File: src/rtl/shr_pkg.sv
package shr_pkg;
  localparam int unsigned OP_W = 4;
  localparam logic [OP_W-1:0] OP_SHL = 4'd0;
  localparam logic [OP_W-1:0] OP_SHR = 4'd1;
  localparam logic [OP_W-1:0] OP_SAR = 4'd2;
  localparam logic [OP_W-1:0] OP_ROL = 4'd3;
  localparam logic [OP_W-1:0] OP_ROR = 4'd4;
  localparam logic [OP_W-1:0] OP_RCL = 4'd5;
  localparam logic [OP_W-1:0] OP_RCR = 4'd6;
  localparam logic [OP_W-1:0] OP_TST = 4'd7;
  localparam logic [OP_W-1:0] OP_BIT = 4'd8;

  function automatic logic is_move(input logic [OP_W-1:0] op);
    return op <= OP_RCR;
  endfunction

  function automatic logic is_left(input logic [OP_W-1:0] op);
    return (op == OP_SHL) || (op == OP_ROL) || (op == OP_RCL);
  endfunction
endpackage

File: src/rtl/shr_core.sv
module shr_core
  import shr_pkg::*;
#(
  parameter int unsigned WIDTH = 8
) (
  input  logic [OP_W-1:0]  op_i,
  input  logic [WIDTH-1:0] a_i,
  input  logic             cin_i,
  output logic [WIDTH-1:0] res_o,
  output logic             cout_o
);
  localparam int unsigned MSB = WIDTH - 1;

  logic fill;
  logic [WIDTH-1:0] up, down;

  // neighbour wiring per bit; the fill bit enters at the vacated end
  for (genvar i = 0; i < WIDTH; i++) begin : g_bit
    if (i == 0) begin : g_lo
      assign up[i]   = fill;
      assign down[i] = a_i[i+1];
    end else if (i == MSB) begin : g_hi
      assign up[i]   = a_i[i-1];
      assign down[i] = fill;
    end else begin : g_mid
      assign up[i]   = a_i[i-1];
      assign down[i] = a_i[i+1];
    end
  end

  always_comb begin
    unique case (op_i)
      OP_SAR, OP_ROL: fill = a_i[MSB];
      OP_ROR:         fill = a_i[0];
      OP_RCL, OP_RCR: fill = cin_i;
      default:        fill = 1'b0;
    endcase
  end

  assign res_o  = is_left(op_i) ? up : down;
  assign cout_o = is_left(op_i) ? a_i[MSB] : a_i[0];
endmodule

File: src/rtl/shr_flags.sv
module shr_flags
  import shr_pkg::*;
#(
  parameter int unsigned WIDTH = 8
) (
  input  logic [OP_W-1:0]  op_i,
  input  logic [WIDTH-1:0] res_i,
  input  logic [WIDTH-1:0] a_i,
  input  logic [WIDTH-1:0] mask_i,
  output logic             zero_o,
  output logic             sign_o
);
  logic [WIDTH-1:0] probe;
  logic             known;

  always_comb begin
    known = 1'b1;
    if (is_move(op_i))        probe = res_i;
    else if (op_i == OP_TST)  probe = a_i;
    else if (op_i == OP_BIT)  probe = a_i & mask_i;
    else begin
      probe = '0;
      known = 1'b0;
    end
  end

  assign zero_o = known && (probe == '0);
  assign sign_o = probe[WIDTH-1];
endmodule

File: src/rtl/shr_unit.sv
module shr_unit
  import shr_pkg::*;
#(
  parameter int unsigned WIDTH = 8
) (
  input  logic             clk_i,
  input  logic             rst_ni,
  input  logic             valid_i,
  input  logic [3:0]       op_i,
  input  logic [WIDTH-1:0] operand_i,
  input  logic [WIDTH-1:0] mask_i,
  input  logic             carry_i,
  output logic [WIDTH-1:0] result_o,
  output logic             carry_o,
  output logic             zero_o,
  output logic             sign_o,
  output logic             res_valid_o
);
  logic [WIDTH-1:0] core_res;
  logic             core_cout, flag_z, flag_s, move;

  shr_core #(.WIDTH(WIDTH)) u_core (
    .op_i  (op_i),
    .a_i   (operand_i),
    .cin_i (carry_i),
    .res_o (core_res),
    .cout_o(core_cout)
  );

  shr_flags #(.WIDTH(WIDTH)) u_flags (
    .op_i  (op_i),
    .res_i (core_res),
    .a_i   (operand_i),
    .mask_i(mask_i),
    .zero_o(flag_z),
    .sign_o(flag_s)
  );

  assign move = is_move(op_i);

  always_ff @(posedge clk_i or negedge rst_ni) begin
    if (!rst_ni) begin
      result_o    <= '0;
      carry_o     <= 1'b0;
      zero_o      <= 1'b0;
      sign_o      <= 1'b0;
      res_valid_o <= 1'b0;
    end else begin
      res_valid_o <= valid_i && move;
      if (valid_i) begin
        if (move) result_o <= core_res;
        carry_o <= move ? core_cout : carry_i;
        zero_o  <= flag_z;
        sign_o  <= flag_s;
      end
    end
  end
endmodule

File: config.mk
export PLATFORM = sky130hd
export DESIGN_NAME = shr_unit
export DESIGN_NICKNAME = d
export VERILOG_FILES = /design/src/rtl/shr_pkg.sv /design/src/rtl/shr_core.sv /design/src/rtl/shr_flags.sv /design/src/rtl/shr_unit.sv
export SDC_FILE = /design/constraint.sdc
export NUM_CORES = 1
export LEC_CHECK = 0
export BUFFER_PORTS_ARGS = -buffer_cell sky130_fd_sc_hd__clkbuf_2
export CORE_MARGIN = 2
export CORE_UTILIZATION = 50
export CTS_CLUSTER_DIAMETER = 60
export DETAILED_ROUTE_END_ITERATION = 16
export HOLD_SLACK_MARGIN = 0.02
export PLACE_DENSITY = 0.91
export SYNTH_ARGS = -nofsm -noshare
export SYNTH_HDL_FRONTEND = slang
export SYNTH_HIERARCHICAL = 1
export SYNTH_SLANG_ARGS = --single-unit
File: constraint.sdc
create_clock -name clk_i -period 1.2 [get_ports clk_i]
set_input_delay 0.18 -clock clk_i [delete_from_list [all_inputs] [get_ports clk_i]]
set_output_delay 0.18 -clock clk_i [all_outputs]
set_load 0.03 [all_outputs]
# == Yosys cells after proc, flatten, opt, wreduce, memory -nomap -nowiden ==
# Index checks and enable logic that the tools add are counted.
# op_classes
n_addsub,0
mul,0
div_mod_pow,0
magnitude_cmp,1
eq_ne,7
shifts,0
muxes,10
n_bitwise,1
n_reduce_logical,9
# ops
cell,count
8-bit 2-to-1 mux,4
4-bit by 3-bit == test with 1-bit output (second input constant),4
8-bit AND,1
4-bit by 2-bit == test with 1-bit output (second input constant),2
8-bit zero test,1
1-bit 2-to-1 mux,5
4-bit == test (second input constant),1
4-bit by 3-bit less-or-equal comparator with 1-bit output (second input constant),1
4-bit zero test,1
2-bit OR reduction,2
1-bit one-hot mux with 3 select lines,1
1-bit logical AND,2
1-bit logical OR,2
2-bit AND reduction,1
# word_totals
register_bits,12
latchBits,0
mem_bits_rw,0
romBits,0
in_bits,24
output_inout_bits,12
elab_cells,33
mem_count,0

# == Longest topological paths before layout ==
# logic_depth
depth_word,7
depth_mapped,8
mapped_depth_nobuf,8

# == By module ==
# Netlist, hierarchy kept.
# by_module_without_submodules
mod,n_inst,cells_per_inst,area_per_inst_um2,seq_area_each_um2
shr_unit,1,28,498.0,300.3
shr_core,1,19,222.7,0.0
shr_flags,1,27,163.9,0.0

# == Least setup slack after synthesis ==
# OpenSTA, ideal clock, no wires.
# synth_timing
path_type,input to register
from,input op_i[0]
to,register sign_o
setup_ps,125
arrival_time_ps,1664
required_ps,1075
setup_slack_ps,-588
path_stages,8
path_buffers,0
cell_sequence,nor3_1 -> a21oi_2 -> nor2_8 -> mux2_4 -> and2b_2 -> a41oi_1 -> o22ai_1 -> mux2_2
# synth_via
elab_chain_cells,5
elab_cells_between_ends,18
classes_between,order compare: 1; eq/ne: 7; mux: 5; reduce/logical: 5
# synth_rtl
element,line,source
"start, declared",shr_unit.sv:9,"input logic [3:0] op_i,"
4-bit by 3-bit == test with 1-bit output (tied with other cells),shr_core.sv:32,unique case (op_i)
2-bit OR reduction or 1-bit logical OR (tied branches),"shr_core.sv:32, shr_pkg.sv:18",
1-bit one-hot mux with 3 select lines or 1-bit logical OR (tied branches),"shr_core.sv:32, shr_pkg.sv:18",
8-bit 2-to-1 mux (*),shr_core.sv:40,assign res_o = is_left(op_i) ? up : down;
named net core_res[7],shr_unit.sv:19,logic [WIDTH-1:0] core_res;
8-bit 2-to-1 mux (*),shr_flags.sv:18,if (is_move(op_i)) probe = res_i;
named net flag_s,shr_unit.sv:20,"logic core_cout, flag_z, flag_s, move;"
"end signal, assigned",shr_unit.sv:54,sign_o <= flag_s;
"end, declared",shr_unit.sv:16,"output logic sign_o,"
# The timed path passes the listed nets; every way through them passes the cells marked *.
# A chain may end at the register's enable or synchronous reset.

# == Worst setup path after layout ==
# layout_timing
from,input op_i[2]
to,register zero_o
# layout_via
elab_chain_cells,7
elab_cells_between_ends,23
classes_between,order compare: 1; eq/ne: 7; mux: 8; reduce/logical: 7
# layout_rtl
element,line,source
4-bit by 2-bit == test with 1-bit output or 4-bit zero test (tied branches),shr_pkg.sv:18,return (op == OP_SHL) || (op == OP_ROL) || (op == OP_RCL);
1-bit logical OR,shr_pkg.sv:18,
1-bit logical OR (*),shr_pkg.sv:18,
8-bit 2-to-1 mux (*),shr_core.sv:40,
named net core_res[4],shr_unit.sv:19,
8-bit 2-to-1 mux (*),shr_flags.sv:18,
8-bit zero test (*),shr_flags.sv:27,assign zero_o = known && (probe == '0);
1-bit logical AND (*),shr_flags.sv:27,
named net flag_z,shr_unit.sv:20,
"end signal, assigned",shr_unit.sv:53,zero_o <= flag_z;
"end, declared",shr_unit.sv:15,"output logic zero_o,"
# Marked as above.

==> qor.yml <==
status: "finished with violations"
violations: "negative setup slack"
top_usage_layer: "met2"
synth_top_area_share_pct: 33.9
use_met2_pct: 31.9
dp.cells: 146
coreArea_mm2: 0.00169
hold_path_class: "in -> reg"
drive_gt1_share_pct: 69.6
synth_nets: 98
syn_inst: 74
path_cells: "buf_12 -> nor3_4 -> a21oi_4 -> nor2_8 -> buf_6 -> mux2_4 -> nor4_2 -> nand3_1 -> o22ai_2 -> mux2_4"
drt-wirelength-per-cell_um: 15.5
yosys_warnings: 6
required_ns: 1.41
antenna_found_initial: 0
min_to: "carry_o$_DFFE_PN0P_"
finalWirelength_um: 2400
rr_worst_depth: 1
worst_slack_ns: -0.477
gr-total-overflow: 0
whs_path_depth: 2
placed_cell_area_mm2: 0.00123
rsz0062_at_grt: "yes"
ys_seq_area_share_pct: 33.9
syn-cell-area_um2: 885
grt_max_degree: 13
r2r_end: "sign_o$_DFFE_PN0P_"
numPortBuffers: 35
slew_violations: 0
die_width_um: 46.1
ctsRootBufferMaster: "clkbuf_4"
ys_ff_latch: 12
leakagePower_nw: 0.739
drcViolationCount: 0
cp.depth: 10
grt_usage_pct: 20.2
areaGrowthSynthToFinish_pct: 59.4
drv_cap: 0
nets: 164
ctsLongestPathBuffers: 2
cp_slowest_stage_delay_ns: 0.29
relSlewSlack_pct: 81.0
finalInstanceArea_mm2: 0.00141
finClkSkew_ns: 0
num_rows: 15
n_antenna_cell: 0
endpoint_kind: "flip-flop"
cts_tree: "built"
die_height_um: 46.1
met1_usage_pct: 25.4
fin_setup_tns_ns: -2.63
synth_cell_type_count: 30
critPathTopFamily: "simple AND/OR/NAND/NOR gates"
h-tree-depth: 1
crit_buf_inv: 2
drt-pass1-iter-count: 4
startpoint_type: "input pin"
worstSetupPathType: "in -> reg"
period_share_pct: 140
holdWs_ns: 0.206
stdcell_count: 155
clk_pin_slew_worst_paths_ns: 0.07
cpMostUsedCell: "mux2_4"
clock_sinks: 12
antenna_left: 0
rr_startpoint: "sign_o$_DFFE_PN0P_"
power_density_mw_per_mm2: 979
drt_iter0_markers: 12
min_from: "valid_i"
clock_latency_ns: 0.27
vias: 884
setup_viol: 11
synth_largest_area_cell: "dfrtp_1"
die-area_mm2: 0.00212
grt_pass1_vias: 754
rrSetupSlack_ns: 0.43
cts_buffers: 3
min_period_ns: 1.68
place.gp.congestion: 0.800
initial_core_util_pct: 52.4
worst_ir_drop_vdd_uv: 610
crit_arrival_ns: 1.89
grt_pass1_wl_um: 3060
final.fill_count: 95
pin_count: 36
clock.fmax_mhz: 596
viasPerCell: 5.70
timing_hold_violations_final: 0
grt_use_met3_pct: 2.75
worst_pin_slew_ns: 0.281
cpMaxStageDelayCell: "mux2_4"
dp_hpwl_um: 1650
syn_area_per_cell_um2: 12.0
synth_area_leaders: "dfrtp_1 (34%), mux2_4 (29%), o21ai_0 (2.8%)"
p_total_w: 0.00138
critPathMaxFanout: 7
==> metrics by stage <==
stage / worst slack, ns / utilization (%)
floorplan: -0.582 / -
global placement: -0.734 / 73.0
detailed placement: -0.777 / 73.0
CTS: -0.444 / 76.8
global route: -0.509 / 83.5
finish: -0.477 / 83.5
==> what timing repair did <==
item                                   CTS  global route
gates resized for setup                  4            19
setup endpoints to repair               11            11
pin swaps                                5             7
setup buffers                            1             4
endpoints found under the hold margin   12             0
gates cloned                             0             0
hold buffers                             1             0
==> Yosys cell counts, drive strengths merged <==
| library cell | instances |
|---|---|
| buf | 1 |
| nand3 | 2 |
| nor4bb | 1 |
| nand4 | 1 |
| nor2 | 4 |
| inv | 3 |
| mux2 | 19 |
| dfrtp | 12 |
| nand3b | 1 |
| a31oi | 1 |
| o22ai | 2 |
| a41oi | 1 |
| and3 | 1 |
| nor3 | 3 |
| nor4 | 1 |
| a31o | 1 |
| o21ai | 8 |
| a21oi | 3 |
| xor2 | 1 |
| a2bb2oi | 1 |
| o2111ai | 1 |
| nand2 | 2 |
| and2b | 1 |
| and4b | 1 |
| mux2i | 2 |
==> flip-flops by register name (all words and copies together) (netlist names) <==
register,cells
carry_o,1
sign_o,1
result_o,8
zero_o,1
res_valid_o,1
==> metal layers <==
metal	vias to the layer above	part of all wire (%)
li1	411	-
met1	405	41
met2	55	50
met3	13	5.5
met4	0	2.6
met5	-	0
==> worst max path at each step <==
stage	start	end	slack, ns
after floorplan	op_i[1]	sign_o$_DFFE_PN0P_	-0.58
after global placement	op_i[1]	sign_o$_DFFE_PN0P_	-0.73
after detailed placement	op_i[1]	sign_o$_DFFE_PN0P_	-0.78
after CTS	op_i[2]	sign_o$_DFFE_PN0P_	-0.44
after global routing	op_i[2]	zero_o$_DFFE_PN0P_	-0.51
final	op_i[2]	zero_o$_DFFE_PN0P_	-0.48
==> power breakdown <==
part	switching (W)	internal, W
Clock	0.000119	0.000116
Sequential	0.0000355	0.000467
Combinational	0.000325	0.000318
==> layout make-up <==
type	count	area, um2	share of cell area (%)
sequential	12	300	21.3
timing repair buffer	62	423	30.0
tap	17	21.3	1.51
clock buffer	3	22.5	1.60
inverter	3	11.3	0.799
multi-input combinational	58	632	44.8
==> layout by cell type (no fill, tap or decap), types with 2 or more instances in the layout <==
cell type  netlist  final
o21ai_1          3      3
nor2_1           3      3
mux2i_1          2      2
inv_1            3      3
nand3_1          2      2
o21ai_0          5      5
mux2_4          17     19
clkbuf_2         0     32
a21oi_1          2      2
dfrtp_1         12     12
buf_6            1      4
clkbuf_4         0      3
buf_4            0     23
==> kinds of logic (layout without fill, tap and decap cells) <==
kind of cell | count (synthesis) | count (layout) | synth area share, %
mux | 21 | 21 | 33.7
compound gates | 18 | 18 | 14.4
simple gates | 18 | 18 | 14.4
flops | 12 | 12 | 33.9
buf+inv | 4 | 68 | 2.55
xor+xnor | 1 | 1 | 0.990
Power figures use the tool's default switching activity.
